$ cat src/rtl/rgb565_blend_pkg.sv
package rgb565_blend_pkg;
  localparam int PIX_W  = 16;
  localparam int CODE_W = 6;
  localparam int NUM_CH = 3;

  // channel 0 = red, 1 = green, 2 = blue
  function automatic int ch_width(int idx);
    return (idx == 1) ? 6 : 5;
  endfunction

  function automatic int ch_lsb(int idx);
    case (idx)
      0:       return 11;
      1:       return 5;
      default: return 0;
    endcase
  endfunction
endpackage

$ cat src/rtl/rgb565_chan_scale.sv
module rgb565_chan_scale #(
  parameter int CW = 5,
  parameter int FW = 6
) (
  input  logic [CW-1:0] c_i,
  input  logic [FW-1:0] code_i,
  output logic [CW-1:0] c_o
);
  localparam int PW = CW + FW + 1;
  logic [PW-1:0] prod;

  assign prod = PW'(c_i) * (PW'(code_i) + PW'(1));
  assign c_o  = prod[FW +: CW];
endmodule

$ cat src/rtl/rgb565_chan_mix.sv
module rgb565_chan_mix #(
  parameter int CW = 5,
  parameter int FW = 6
) (
  input  logic [CW-1:0] s_i,
  input  logic [CW-1:0] d_i,
  input  logic [FW-1:0] a_i,
  output logic [CW-1:0] o_o
);
  localparam int SW = CW + FW + 1;
  localparam logic [SW-1:0] FMAX = SW'((1 << FW) - 1);

  logic [SW-1:0] ws, wd, sum;

  // weights (a+1) and (63-a) add up to 64: the sum cannot exceed max*64
  assign ws  = SW'(s_i) * (SW'(a_i) + SW'(1));
  assign wd  = SW'(d_i) * (FMAX - SW'(a_i));
  assign sum = ws + wd;
  assign o_o = sum[FW +: CW];
endmodule

$ cat src/rtl/rgb565_pipe_ctl.sv
module rgb565_pipe_ctl (
  input  logic clk_i,
  input  logic rst_ni,
  input  logic in_valid_i,
  input  logic out_ready_i,
  output logic adv_o,
  output logic in_ready_o,
  output logic out_valid_o
);
  logic v1_q, v2_q;

  // lockstep pipe: both stages move together when the tail can drain
  assign adv_o       = !v2_q || out_ready_i;
  assign in_ready_o  = adv_o;
  assign out_valid_o = v2_q;

  always_ff @(posedge clk_i or negedge rst_ni) begin
    if (!rst_ni) begin
      v1_q <= 1'b0;
      v2_q <= 1'b0;
    end else if (adv_o) begin
      v1_q <= in_valid_i;
      v2_q <= v1_q;
    end
  end
endmodule

$ cat src/rtl/rgb565_blend.sv
module rgb565_blend
  import rgb565_blend_pkg::*;
(
  input  logic              clk_i,
  input  logic              rst_ni,
  input  logic              in_valid_i,
  output logic              in_ready_o,
  input  logic [PIX_W-1:0]  src_i,
  input  logic [PIX_W-1:0]  dst_i,
  input  logic [CODE_W-1:0] bright_i,
  input  logic [CODE_W-1:0] alpha_i,
  input  logic              key_en_i,
  input  logic [PIX_W-1:0]  key_i,
  output logic              out_valid_o,
  input  logic              out_ready_i,
  output logic [PIX_W-1:0]  pix_o,
  output logic              wr_en_o
);
  logic adv;

  rgb565_pipe_ctl i_ctl (
    .clk_i      (clk_i),
    .rst_ni     (rst_ni),
    .in_valid_i (in_valid_i),
    .out_ready_i(out_ready_i),
    .adv_o      (adv),
    .in_ready_o (in_ready_o),
    .out_valid_o(out_valid_o)
  );

  // stage 1: brightness scale and key test
  logic [PIX_W-1:0]  scaled;
  logic [PIX_W-1:0]  s1_src_q, s1_dst_q;
  logic [CODE_W-1:0] s1_alpha_q;
  logic              s1_wen_q;
  logic              key_hit;

  assign key_hit = key_en_i && (src_i == key_i);

  for (genvar ch = 0; ch < NUM_CH; ch++) begin : g_scale
    localparam int W = ch_width(ch);
    localparam int L = ch_lsb(ch);
    rgb565_chan_scale #(.CW(W), .FW(CODE_W)) i_scale (
      .c_i   (src_i[L +: W]),
      .code_i(bright_i),
      .c_o   (scaled[L +: W])
    );
  end

  always_ff @(posedge clk_i or negedge rst_ni) begin
    if (!rst_ni) begin
      s1_src_q   <= '0;
      s1_dst_q   <= '0;
      s1_alpha_q <= '0;
      s1_wen_q   <= 1'b0;
    end else if (adv) begin
      s1_src_q   <= scaled;
      s1_dst_q   <= dst_i;
      s1_alpha_q <= alpha_i;
      s1_wen_q   <= !key_hit;
    end
  end

  // stage 2: source-over mix
  logic [PIX_W-1:0] mixed;
  logic [PIX_W-1:0] pix_q;
  logic             wen_q;

  for (genvar ch = 0; ch < NUM_CH; ch++) begin : g_mix
    localparam int W = ch_width(ch);
    localparam int L = ch_lsb(ch);
    rgb565_chan_mix #(.CW(W), .FW(CODE_W)) i_mix (
      .s_i(s1_src_q[L +: W]),
      .d_i(s1_dst_q[L +: W]),
      .a_i(s1_alpha_q),
      .o_o(mixed[L +: W])
    );
  end

  always_ff @(posedge clk_i or negedge rst_ni) begin
    if (!rst_ni) begin
      pix_q <= '0;
      wen_q <= 1'b0;
    end else if (adv) begin
      pix_q <= mixed;
      wen_q <= s1_wen_q;
    end
  end

  assign pix_o   = pix_q;
  assign wr_en_o = wen_q;
endmodule

$ cat config.mk
export PLATFORM = sky130hd
export DESIGN_NAME = rgb565_blend
export DESIGN_NICKNAME = d
export VERILOG_FILES = /design/src/rtl/rgb565_blend_pkg.sv /design/src/rtl/rgb565_chan_scale.sv /design/src/rtl/rgb565_chan_mix.sv /design/src/rtl/rgb565_pipe_ctl.sv /design/src/rtl/rgb565_blend.sv
export SDC_FILE = /design/constraint.sdc
export NUM_CORES = 1
export LEC_CHECK = 0
export BUFFER_PORTS_ARGS = -buffer_cell sky130_fd_sc_hd__buf_2
export CORE_MARGIN = 3
export CORE_UTILIZATION = 58
export DETAILED_ROUTE_END_ITERATION = 12
export PLACE_DENSITY = 0.91
export SYNTH_ARGS = -nofsm -noshare
export SYNTH_HDL_FRONTEND = slang
export SYNTH_HIERARCHICAL = 1
export SYNTH_SLANG_ARGS = --single-unit
$ cat constraint.sdc
create_clock -name clk_i -period 5.5 [get_ports clk_i]
set_input_delay 0.55 -clock clk_i [delete_from_list [all_inputs] [get_ports clk_i]]
set_output_delay 0.55 -clock clk_i [all_outputs]
set_load 0.05 [all_outputs]
# Word level (Yosys, flattened, before mapping)
# Cells that the tools add are included.
[word_totals]
mem_bits_rw = 0
rom_bits = 0
latchBits = 0
register_bits = 58
out_inout_bits = 19
word_cells = 31
mem_count = 0
[op_classes]
n_mul = 9
n_shift = 0
n_mux = 0
bitwise = 0
reduce_logical = 4
eq_ne = 1
n_lt_le_gt_ge = 0
n_addsub = 9
n_div = 0
[op_table]
columns = ["operator", "count"]
rows = [
  ["$mul 5x12->11", 6],
  ["$mul 6x13->12", 3],
  ["$add 6x1->7 const B", 4],
  ["$add 11x11->11", 2],
  ["$eq 16x16->1", 1],
  ["$sub 6x6->7 const A", 2],
  ["$add 12x12->12", 1],
  ["$logic_not 1->1", 2],
  ["$logic_and 1x1->1", 1],
  ["$logic_or 1x1->1", 1],
]

# Logic depth before layout (Yosys ltp)
# Gate-level depths: netlist of the first run.
[depth]
ltp_word = 3
mapped_depth = 20

# By module
# Netlist of the first run, hierarchy kept.
[modules_own_cells]
columns = ["module", "instances", "cells_per_inst", "seq_area_each_um2", "area_each_um2"]
rows = [
  ["rgb565_chan_mix (g_mix[1].i_mix)", 1, 301, 0.0, 2662.6],
  ["rgb565_blend", 1, 140, 1401.3, 2250.9],
  ["rgb565_chan_mix (g_mix[0].i_mix)", 1, 242, 0.0, 2117.0],
  ["rgb565_chan_mix (g_mix[2].i_mix)", 1, 242, 0.0, 2099.5],
  ["rgb565_chan_scale (g_scale[0].i_scale ...)", 2, 111, 0.0, 970.9],
  ["rgb565_chan_scale (g_scale[1].i_scale)", 1, 134, 0.0, 1193.6],
  ["rgb565_pipe_ctl", 1, 6, 50.0, 93.8],
]

# Worst setup path after synthesis of the first run
# OpenSTA, ideal clock, no wires.
[synth_path]
path_kind = "register to register"
startpoint = "reg s1_alpha_q[1]"
endpoint = "reg pix_q[10] (netlist: pix_o[10])"
path_slack_ps = -323
path_buffers = 0
stages_incl_launch_ff = 21
required_time_ps = 5375
setup_ps = 125
t_arrival_ps = 5698
path_cell_list = "dfrtp_1 -> ha_1 -> nand3_1 -> xor2_1 -> nor2b_1 -> fa_1 -> inv_1 -> fa_1 -> inv_1 -> fa_1 -> fa_1 -> inv_1 -> fa_1 -> inv_1 -> ha_1 -> nand4_1 -> or4b_4 -> a32oi_2 -> a41oi_1 -> xnor2_1 -> mux2_2"
[synth_via]
elab_chain_cells = 3
elab_cells_between_ends = 5
cone_classes = "add/sub (3); mul (2)"
[synth_lines]
columns = ["element", "line", "source"]
rows = [
  ["start, declared", "rgb565_blend.sv:34", "logic [CODE_W-1:0] s1_alpha_q;"],
  ["start signal, assigned", "rgb565_blend.sv:59", "s1_alpha_q <= alpha_i;"],
  ["$add 6x1->7 / $sub 6x6->7 (equally long branches)", "rgb565_chan_mix.sv:16, rgb565_chan_mix.sv:17", ""],
  ["$mul 6x13->12, on equally long branches", "rgb565_chan_mix.sv:16, rgb565_chan_mix.sv:17", ""],
  ["$add 12x12->12 *", "rgb565_chan_mix.sv:18", "assign sum = ws + wd;"],
  ["named net mixed[10]", "rgb565_blend.sv:65", "logic [PIX_W-1:0] mixed;"],
  ["end signal, assigned", "rgb565_blend.sv:85", "pix_q <= mixed;"],
  ["end, declared", "rgb565_blend.sv:66", "logic [PIX_W-1:0] pix_q;"],
]
# The timed path passes the listed nets; every way through them passes the cells marked *.
# A chain may end at the register's enable or synchronous reset.

# Worst setup path after layout of the first run
[layout_path]
startpoint = "reg s1_alpha_q[1]"
endpoint = "reg pix_q[15] (netlist: pix_o[15])"
[layout_via]
elab_chain_cells = 3
elab_cells_between_ends = 5
cone_classes = "add/sub (3); mul (2)"
[layout_lines]
columns = ["element", "line"]
rows = [
  ["$add 6x1->7 / $sub 6x6->7 (equally long branches)", "rgb565_chan_mix.sv:16, rgb565_chan_mix.sv:17"],
  ["$mul 5x12->11, on equally long branches", "rgb565_chan_mix.sv:16, rgb565_chan_mix.sv:17"],
  ["$add 11x11->11 *", "rgb565_chan_mix.sv:18"],
  ["named net mixed[15]", "rgb565_blend.sv:65"],
]
# Marked as above.

==> impl_metrics.tcl, run 1 <==
set metrics [dict create \
    initial_utilization 0.601 \
    status "finished with violations" \
    area.growth.synth_to_final_pct 12.4 \
    crit_fanout 11 \
    synth.cells.most_frequent "281 x sky130_fd_sc_hd__inv_1, 175 x sky130_fd_sc_hd__fa_1, 166 x sky130_fd_sc_hd__ha_1, 127 x sky130_fd_sc_hd__nor2b_1, 75 x sky130_fd_sc_hd__and2_1" \
    numCtsBuffers 9 \
    detail-route-antenna-nets 0 \
    layout-drive-gt1-share 0.179 \
    ff2ff_path_depth 17 \
    placement.io_buffers 83 \
    first_drt_pass_iteration_count 5 \
    antenna-diode-count 0 \
    clock_insertion_delay_worst_skew_ns 0.34 \
    ys.warnings.count 6 \
    arrival_ns 5.75 \
    post_dp_cell_area_mm2 0.0134 \
    yosys_register_bits 58 \
    post_synth_main_area_contributors "sky130_fd_sc_hd__fa_1 28%, sky130_fd_sc_hd__ha_1 17%, sky130_fd_sc_hd__dfrtp_1 12%" \
    timing.hold.ws_ns 0.383 \
    startpoint_type "register" \
    regToRegStartpoint "s1_alpha_q[1]$_DFFE_PN0P_" \
    htree_num_levels 3 \
    filler_cell_count 1485 \
    die_area_mm2 0.0231 \
    avgRoutedWirePerCell_um 16.6 \
    ctsRootBufferMaster "sky130_fd_sc_hd__clkbuf_16" \
    grt_remaining_overflow 0 \
    drt_drc_violations_left 0 \
    postSynthCellCount 1287 \
    timing.fmax_mhz 181 \
    design.core.area_mm2 0.0206 \
    number_of_antenna_violations_at_the_first_check_in_global_routing 0 \
    die_y_um 152 \
    failing_checks "negative setup slack" \
    hold_class "input pin to asynchronous set/reset pin" \
    route.met2.wl_mm 14.7 \
    synth_ff_type "sky130_fd_sc_hd__dfrtp_1" \
    groute.usage.overall 0.244 \
    worst_ep_required_time_ns 5.72 \
    synthesis.area_per_instance_um2 9.60 \
    m1WireLength_mm 11.1 \
    hold_buf_cts 0 \
    cts_tree "yes" \
    setup_ws_ns -0.0319 \
    number_of_global_route_vias_before_repair 10167 \
    finalCriticalPeriod_ns 5.53 \
    clockBufferDepth 2 \
    crit-reg2reg-capture "pix_o[15]$_DFFE_PN0P_" \
    rrSetupSlack_ns -0.03 \
    fin_setup_tns_ns -0.0362 \
    grt_start_max_net_pins 61 \
    synth_cell_type_count 52 \
    criticalPathCategory "register to register" \
    globalplace.congestion 0.903 \
    rsz0062_at_grt "true" \
    grt_pass1_wl_mm 47.3 \
    rows 52 \
    worst_slew_margin_rel 0.401 \
    floorplan.io_pins 84 \
    cts_sinks 58 \
    timing_hold_violations_final 0 \
    post_dp_hpwl_mm 21.6 \
    post_synth_instance_area_mm2 0.0124 \
    die-width_um 152 \
    drv_cap 0 \
    report.final.setup_viol 2 \
    max_slew.worst_pin.slew_ns 0.898 \
    via_count 9130 \
    min_period_over_period 1.01 \
    drt-vias-per-instance 5.44 \
    detail_route.wirelength_mm 27.8 \
    synth.most_common_cell "sky130_fd_sc_hd__inv_1" \
    fin_worst_skew_ns 0.00670 \
    detail_route.iter0.violations 433 \
    highest_layer "met4" \
    yosysSeqAreaShare 0.117 \
    setup.worst_path.end_class "register" \
    finish.instance_area_mm2 0.0139 \
    synth_enable_flop_cells 0 \
    netlist.top_cell.by_area "sky130_fd_sc_hd__fa_1" \
    async_reset_ff_frac 1.00 \
    met3RoutedLength_mm 1.30 \
    synthDominantCellAreaShare 0.283 \
    slew_violations 0 \
    synth_nets 1693 \
    finish.net_count 1810 \
    worst_setup_hold_path_clk_slew_ns 0.06 \
]
-- worst max-delay path by stage --
stage,slack (ns),to,cells past startpoint,from
6_report,-0.03,pix_o[15]$_DFFE_PN0P_,17,s1_alpha_q[1]$_DFFE_PN0P_
5_1_grt,-0.18,pix_o[15]$_DFFE_PN0P_,18,s1_alpha_q[1]$_DFFE_PN0P_
4_1_cts,-0.02,pix_o[10]$_DFFE_PN0P_,19,s1_alpha_q[0]$_DFFE_PN0P_
3_5_place_dp,-0.13,pix_o[15]$_DFFE_PN0P_,18,s1_alpha_q[0]$_DFFE_PN0P_
3_3_place_gp,0.02,pix_o[10]$_DFFE_PN0P_,19,s1_alpha_q[1]$_DFFE_PN0P_
2_1_floorplan,0.007,pix_o[10]$_DFFE_PN0P_,20,s1_alpha_q[1]$_DFFE_PN0P_
-- final cells by class --
type | count | area (um^2) | share of cell area
clock buffer | 10 | 229 | 0.0165
clock inverter | 6 | 57.6 | 0.00414
inverter | 281 | 1050 | 0.0759
multi-input combinational | 931 | 10000 | 0.721
sequential | 58 | 1460 | 0.105
tap | 270 | 338 | 0.0243
timing repair buffer | 123 | 738 | 0.0532
-- through the flow --
stage / worst slack (ns) / instances / utilization
after floorplan: 0.00676 / 1287 / -
after global placement: 0.0198 / 1658 / 0.651
after detailed placement: -0.133 / 1658 / 0.651
after CTS: -0.0214 / 1677 / 0.669
after global routing: -0.182 / 1679 / 0.676
final: -0.0319 / 1679 / 0.676
-- metal layers --
metal / vias to the layer above / track usage
li1: 4209 / -
met1: 4563 / 0.297
met2: 292 / 0.443
met3: 66 / 0.0310
met4: 0 / 0.0878
met5: - / 0
-- placed cells by master (no fill, tap or decap), types with 4 or more instances in the layout --
cell                        Yosys  routed
sky130_fd_sc_hd__a21o_1         7       7
sky130_fd_sc_hd__a21o_2         4       4
sky130_fd_sc_hd__a21oi_1       12      11
sky130_fd_sc_hd__a41oi_2        2       5
sky130_fd_sc_hd__and2_1        75      73
sky130_fd_sc_hd__and3_1         7       7
sky130_fd_sc_hd__buf_2          8      83
sky130_fd_sc_hd__buf_4          5      35
sky130_fd_sc_hd__buf_6          0       4
sky130_fd_sc_hd__clkbuf_16      0       9
sky130_fd_sc_hd__clkinv_2       0       4
sky130_fd_sc_hd__dfrtp_1       58      54
sky130_fd_sc_hd__dfrtp_2        0       4
sky130_fd_sc_hd__fa_1         175     174
sky130_fd_sc_hd__ha_1         166     161
sky130_fd_sc_hd__ha_4           0       4
sky130_fd_sc_hd__inv_1        281     279
sky130_fd_sc_hd__mux2_2        55      54
sky130_fd_sc_hd__nand2_1       73      73
sky130_fd_sc_hd__nand2b_1      37      37
sky130_fd_sc_hd__nand3_1       21      19
sky130_fd_sc_hd__nand4b_1       4       4
sky130_fd_sc_hd__nor2_1        14      14
sky130_fd_sc_hd__nor2b_1      127     126
sky130_fd_sc_hd__nor3_1         5       4
sky130_fd_sc_hd__or2b_1         5       5
sky130_fd_sc_hd__xnor2_1       53      51
sky130_fd_sc_hd__xnor2_2        3       5
sky130_fd_sc_hd__xor2_1        40      35
sky130_fd_sc_hd__xor2_4         0       4
-- critical path, stage by stage (launching register included) --
cell                       delay [ns]
sky130_fd_sc_hd__dfrtp_2         0.42
sky130_fd_sc_hd__buf_4           0.23
sky130_fd_sc_hd__ha_2            0.28
sky130_fd_sc_hd__nand3_1         0.19
sky130_fd_sc_hd__xnor2_2         0.25
sky130_fd_sc_hd__nand2_1         0.12
sky130_fd_sc_hd__fa_1            0.53
sky130_fd_sc_hd__fa_1            0.56
sky130_fd_sc_hd__fa_1            0.46
sky130_fd_sc_hd__fa_1            0.52
sky130_fd_sc_hd__fa_1            0.55
sky130_fd_sc_hd__inv_1           0.05
sky130_fd_sc_hd__ha_1            0.20
sky130_fd_sc_hd__nor3_1          0.20
sky130_fd_sc_hd__o221ai_2        0.19
sky130_fd_sc_hd__a41oi_2         0.27
sky130_fd_sc_hd__xnor2_1         0.10
sky130_fd_sc_hd__mux2_2          0.27
-- flip-flops by register name (all words and copies together), names as in the netlist --
register           cells
i_ctl/v1_q             1
s1_alpha_q             6
s1_src_q              16
s1_wen_q               1
wr_en_o                1
pix_o                 16
s1_dst_q              16
i_ctl/out_valid_o      1
-- cell families (layout without fill, tap and decap cells) --
kind of cell	count (synthesis)	after routing	synth area share
and+or+nand+nor	385	385	0.179
buffers and inverters	298	420	0.0928
AOI/OAI and AO/OA	51	51	0.0340
muxes	56	56	0.0513
xor gates and xnor gates	98	98	0.0735
adders and majority gates	341	341	0.452
DFF	58	58	0.117
-- timing repair --
| item | CTS | global route |
|---|---|---|
| pin swaps | 15 | 12 |
| resized for setup | 10 | 23 |
| endpoints found under the setup margin | 10 | 13 |
| gates cloned | 0 | 0 |
| setup buffers | 3 | 2 |
Power of run 1 is left out: the tool's default activity adds up to more than one toggle a clock period on the data nets, which glitch-free logic cannot reach.
==> run 2, diff against run 1 <==
--- a/config.mk
+++ b/config.mk
@@ -10,6 +10,7 @@
 export CORE_UTILIZATION = 58
 export DETAILED_ROUTE_END_ITERATION = 12
 export PLACE_DENSITY = 0.91
+export SKIP_LAST_GASP = 1
 export SYNTH_ARGS = -nofsm -noshare
 export SYNTH_HDL_FRONTEND = slang
 export SYNTH_HIERARCHICAL = 1
==> run 2 against run 1 <==
The run still ends with negative setup slack left. Critical endpoint unchanged. Maximum frequency hardly changed. Final area stayed put. Die area stayed put. Critical path type unchanged. Register-to-register slack hardly changed. Largest cell class unchanged. Critical path depth stayed put.
==> impl_metrics.tcl, run 2 (synthesis results as in run 1) <==
set metrics [dict create \
    fin_setup_tns_ns -0.0363 \
    min_period_over_period 1.01 \
    failing_checks "negative setup slack" \
    worst_setup_hold_path_clk_slew_ns 0.06 \
    grt_start_max_net_pins 61 \
    worst_slew_margin_rel 0.401 \
    ctsRootBufferMaster "sky130_fd_sc_hd__clkbuf_16" \
    rsz0062_at_grt "true" \
    final_cell_mix "280 x sky130_fd_sc_hd__inv_1, 174 x sky130_fd_sc_hd__fa_1, 161 x sky130_fd_sc_hd__ha_1, 126 x sky130_fd_sc_hd__nor2b_1, 83 x sky130_fd_sc_hd__buf_2" \
    regToRegStartpoint "s1_alpha_q[1]$_DFFE_PN0P_" \
    grt_pass1_wl_mm 47.3 \
    groute.usage.overall 0.244 \
    die_y_um 152 \
    timing.fmax_mhz 181 \
    die_area_mm2 0.0231 \
    status "finished with violations" \
    rows 52 \
    die-width_um 152 \
    clock_insertion_delay_worst_skew_ns 0.34 \
    setup.worst_path.end_class "register" \
    number_of_global_route_vias_before_repair 10167 \
    hold_buf_cts 0 \
    avgRoutedWirePerCell_um 16.6 \
    htree_num_levels 3 \
    ff2ff_path_depth 17 \
    globalplace.congestion 0.903 \
    layout-drive-gt1-share 0.178 \
    detail_route.iter0.violations 436 \
    drt-vias-per-instance 5.43 \
    timing.critical_path.from "s1_alpha_q[1]$_DFFE_PN0P_" \
    drv_cap 0 \
    worst_ep_required_time_ns 5.72 \
    crit-reg2reg-capture "pix_o[15]$_DFFE_PN0P_" \
    post_dp_cell_area_mm2 0.0134 \
    design.core.area_mm2 0.0206 \
    cts_tree "yes" \
    setup_ws_ns -0.0320 \
    numCtsBuffers 9 \
    startpoint_type "register" \
    area.growth.synth_to_final_pct 12.4 \
    slew_violations 0 \
    finish.instance_area_mm2 0.0139 \
    criticalPathCategory "register to register" \
    finalCriticalPeriod_ns 5.53 \
    mostFrequentLayoutCell "sky130_fd_sc_hd__inv_1" \
    arrival_ns 5.75 \
    report.final.setup_viol 2 \
    post_dp_hpwl_mm 21.6 \
    via_count 9119 \
    timing.hold.ws_ns 0.385 \
    detail_route.wirelength_mm 27.8 \
    initial_utilization 0.601 \
    antenna-diode-count 0 \
    rrSetupSlack_ns -0.03 \
    crit_fanout 11 \
    cts_sinks 58 \
    number_of_antenna_violations_at_the_first_check_in_global_routing 0 \
    multi_input_area_mm2 0.0100 \
    timing_hold_violations_final 0 \
    grt_remaining_overflow 0 \
    detail-route-antenna-nets 0 \
    finish.net_count 1810 \
    first_drt_pass_iteration_count 5 \
    placement.io_buffers 83 \
    clockBufferDepth 2 \
    floorplan.io_pins 84 \
    drt_drc_violations_left 0 \
    fin_worst_skew_ns 0.00658 \
    filler_cell_count 1485 \
    max_slew.worst_pin.slew_ns 0.898 \
    layout.area.seq_mm2 0.00146 \
    hold_class "input pin to asynchronous set/reset pin" \
]
==> run 2: cell counts in the layout (fill, tap and decap cells not counted) <==
Identical to the previous run, type by type.
==> run 2: critical path, stage by stage (launching register included) <==
cell and delay (ns):
sky130_fd_sc_hd__dfrtp_2 0.42, sky130_fd_sc_hd__buf_4 0.23, sky130_fd_sc_hd__ha_2 0.28, sky130_fd_sc_hd__nand3_1 0.19
sky130_fd_sc_hd__xnor2_2 0.25, sky130_fd_sc_hd__nand2_1 0.12, sky130_fd_sc_hd__fa_1 0.53, sky130_fd_sc_hd__fa_1 0.56
sky130_fd_sc_hd__fa_1 0.46, sky130_fd_sc_hd__fa_1 0.52, sky130_fd_sc_hd__fa_1 0.55, sky130_fd_sc_hd__inv_1 0.05
sky130_fd_sc_hd__ha_1 0.20, sky130_fd_sc_hd__nor3_1 0.20, sky130_fd_sc_hd__o221ai_2 0.19, sky130_fd_sc_hd__a41oi_2 0.27
sky130_fd_sc_hd__xnor2_1 0.10, sky130_fd_sc_hd__mux2_2 0.27
==> run 2: worst max-delay path by stage <==
stage                            endpoint  cells after the start
floorplan           pix_o[10]$_DFFE_PN0P_                     20
global placement    pix_o[10]$_DFFE_PN0P_                     19
detailed placement  pix_o[15]$_DFFE_PN0P_                     18
CTS                 pix_o[10]$_DFFE_PN0P_                     19
global route        pix_o[15]$_DFFE_PN0P_                     18
finish              pix_o[15]$_DFFE_PN0P_                     17
==> run 2: through the flow <==
| stage | setup WS, ns | utilization | cells |
|---|---|---|---|
| after floorplan | 0.00676 | - | 1287 |
| after global placement | 0.0198 | 0.651 | 1658 |
| after detailed placement | -0.133 | 0.651 | 1658 |
| after CTS | -0.0214 | 0.669 | 1677 |
| after global routing | -0.182 | 0.676 | 1679 |
| final | -0.0320 | 0.676 | 1679 |
==> run 2: cell type report <==
class                   instances  share of cell area
multi-input cells             931               0.721
flip-flops and latches         58               0.105
inverters                     281              0.0759
repair buffers                123              0.0532
well taps                     270              0.0243
clock buffers                  10              0.0165
clock inverters                 6             0.00414
==> run 2: routing by layer <==
metal / wire length (um) / global-route usage / vias to the layer above / part of all wire
met5: 0 / 0 / - / 0
met4: 783 / 0.0878 / 0 / 0.028
met3: 1230 / 0.0310 / 64 / 0.044
met2: 14700 / 0.443 / 275 / 0.53
met1: 11100 / 0.297 / 4571 / 0.40
li1: - / - / 4209 / -
==> run 2: timing repair <==
action,CTS,global route
endpoints found under the setup margin,10,13
pin swaps,15,12
gates resized for setup,10,22
setup buffers,3,2
Power of run 2 is left out for the same reason.
==> run 3, diff against run 2 <==
--- a/config.mk
+++ b/config.mk
@@ -9,6 +9,7 @@
 export CORE_MARGIN = 3
 export CORE_UTILIZATION = 58
 export DETAILED_ROUTE_END_ITERATION = 12
+export GPL_TIMING_DRIVEN = 0
 export PLACE_DENSITY = 0.91
 export SKIP_LAST_GASP = 1
 export SYNTH_ARGS = -nofsm -noshare
==> run 3 against run 2 <==
The flow still finishes with violations (negative setup slack). Clock-buffer cell count down 1. Maximum frequency down 6.9%. Via count up 12%. Critical path depth up 2. Clock skew up 0.0030 ns. Highest routed layer unchanged.
==> impl_metrics.tcl, run 3 (synthesis results as in run 1) <==
set metrics [dict create \
    status "finished with violations" \
    failing_checks "negative setup slack" \
    layout-drive-gt1-share 0.201 \
    filler_cell_count 1355 \
    crit_fanout 4 \
    rsz0062_at_grt "true" \
    first_drt_pass_iteration_count 8 \
    grt_pass1_wl_mm 53.0 \
    detail_route.wirelength_mm 36.4 \
    antenna-diode-count 0 \
    startpoint_type "register" \
    crit_path_cells "buf_4 > buf_4 > ha_4 > xor2_4 > nand2_1 > fa_1 > inv_1 > fa_1 > inv_1 > fa_1 > inv_1 > fa_1 > fa_1 > ha_1 > nand4b_1 > o221ai_2 > a41oi_2 > xnor2_1 > mux2_2" \
    cp_common_cell "sky130_fd_sc_hd__fa_1" \
    drt-vias-per-instance 5.98 \
    crit_slowest_cell "sky130_fd_sc_hd__fa_1" \
    drv_cap 0 \
    rows 52 \
    placement.io_buffers 83 \
    design.core.area_mm2 0.0206 \
    timing.critical_path.from "s1_alpha_q[1]$_DFFE_PN0P_" \
    avgRoutedWirePerCell_um 21.4 \
    globalplace.congestion 0.856 \
    clockBufferDepth 2 \
    detail_route.iter0.violations 1210 \
    via_count 10173 \
    floorplan.io_pins 84 \
    worst-path-buf-inv 5 \
    multi_input_area_mm2 0.0101 \
    die-width_um 152 \
    grt_start_max_net_pins 59 \
    setup_ws_ns -0.440 \
    worst_ep_required_time_ns 5.73 \
    rrSetupSlack_ns -0.44 \
    timing_hold_violations_final 0 \
    htree_num_levels 3 \
    place.detailed.instances 1640 \
    clock_insertion_delay_worst_skew_ns 0.36 \
    hold_buf_cts 0 \
    die_y_um 152 \
    ff2ff_path_depth 19 \
    max_slew.worst_pin.slew_ns 0.816 \
    crit-reg2reg-capture "pix_o[4]$_DFFE_PN0P_" \
    timing.hold.ws_ns 0.279 \
    fin_worst_skew_ns 0.00955 \
    report.final.setup_viol 15 \
    timing.fmax_mhz 168 \
    number_of_antenna_violations_at_the_first_check_in_global_routing 0 \
    grt_remaining_overflow 0 \
    setup.worst_path.end_class "register" \
    arrival_ns 6.17 \
    post_dp_cell_area_mm2 0.0132 \
    regToRegStartpoint "s1_alpha_q[1]$_DFFE_PN0P_" \
    place_ws_ns -0.656 \
    crit_family "adder cells" \
    numCtsBuffers 9 \
    number_of_global_route_vias_before_repair 10790 \
    initial_utilization 0.601 \
    worst_setup_hold_path_clk_slew_ns 0.06 \
    drt_drc_violations_left 0 \
    fin_cells 1700 \
    slowest_delay_ns 0.60 \
    hold_class "input pin to asynchronous set/reset pin" \
    post_dp_hpwl_mm 22.0 \
    slew_violations 0 \
    finish.net_count 1831 \
    area.growth.synth_to_final_pct 14.6 \
    cts_tree "yes" \
    final_cell_mix "278 x sky130_fd_sc_hd__inv_1, 175 x sky130_fd_sc_hd__fa_1, 161 x sky130_fd_sc_hd__ha_1, 124 x sky130_fd_sc_hd__nor2b_1, 88 x sky130_fd_sc_hd__buf_2" \
    die_area_mm2 0.0231 \
    criticalPathCategory "register to register" \
    worst_slew_margin_rel 0.456 \
    detail-route-antenna-nets 0 \
    ctsRootBufferMaster "sky130_fd_sc_hd__clkbuf_16" \
    cts_sinks 58 \
    path_depth 19 \
    finish.instance_area_mm2 0.0142 \
    layout.area.seq_mm2 0.00146 \
    groute.usage.overall 0.282 \
    min_period_over_period 1.08 \
    finalCriticalPeriod_ns 5.94 \
    mostFrequentLayoutCell "sky130_fd_sc_hd__inv_1" \
]
==> run 3: layer usage <==
layer | track usage | wire length (um) | vias up
met4 | 0.169 | 2930 | 0
met2 | 0.484 | 17400 | 737
met5 | 0 | 0 | -
met1 | 0.333 | 12700 | 4945
met3 | 0.0466 | 3340 | 254
li1 | - | - | 4237
==> run 3: how the worst max path moves through the flow <==
stage | to | slack (ns)
after detailed placement | pix_o[4]$_DFFE_PN0P_ | -0.66
after CTS | pix_o[10]$_DFFE_PN0P_ | -0.22
after global placement | pix_o[10]$_DFFE_PN0P_ | -0.50
after global routing | pix_o[4]$_DFFE_PN0P_ | -0.47
after floorplan | pix_o[10]$_DFFE_PN0P_ | 0.007
final | pix_o[4]$_DFFE_PN0P_ | -0.44
==> run 3: area by class of cell <==
class                           instances  share of cell area
Sequential cell                        58               0.103
Multi-Input combinational cell        931               0.714
Clock inverter                          7             0.00547
Inverter                              281              0.0744
Clock buffer                            9              0.0159
Buffer                                 17             0.00945
Timing Repair Buffer                  127              0.0540
Tap cell                              270              0.0238
==> run 3: metrics by stage <==
stage,util,TNS [ns]
final,0.689,-4.28
after global routing,0.689,-5.54
after CTS,0.678,-1.05
after detailed placement,0.643,-6.71
after global placement,0.643,-4.21
after floorplan,-,0
==> run 3: worst register-to-register path: cells and delay by family (launching register included) <==
| kind | cells | cell delay, ns |
|---|---|---|
| DFF | 1 | 0.48 |
| muxes | 1 | 0.26 |
| AOI/OAI and AO/OA | 2 | 0.53 |
| adders and majority gates | 7 | 3.22 |
| buffers and inverters | 5 | 0.53 |
| and+or+nand+nor | 2 | 0.38 |
| xor gates and xnor gates | 2 | 0.42 |
==> run 3: what timing repair did <==
| action | in CTS | in global routing |
|---|---|---|
| setup buffers | 31 | 13 |
| gates resized for setup | 28 | 26 |
| pin swaps | 12 | 26 |
| setup endpoints to repair | 16 | 16 |
Power of run 3 is left out for the same reason.
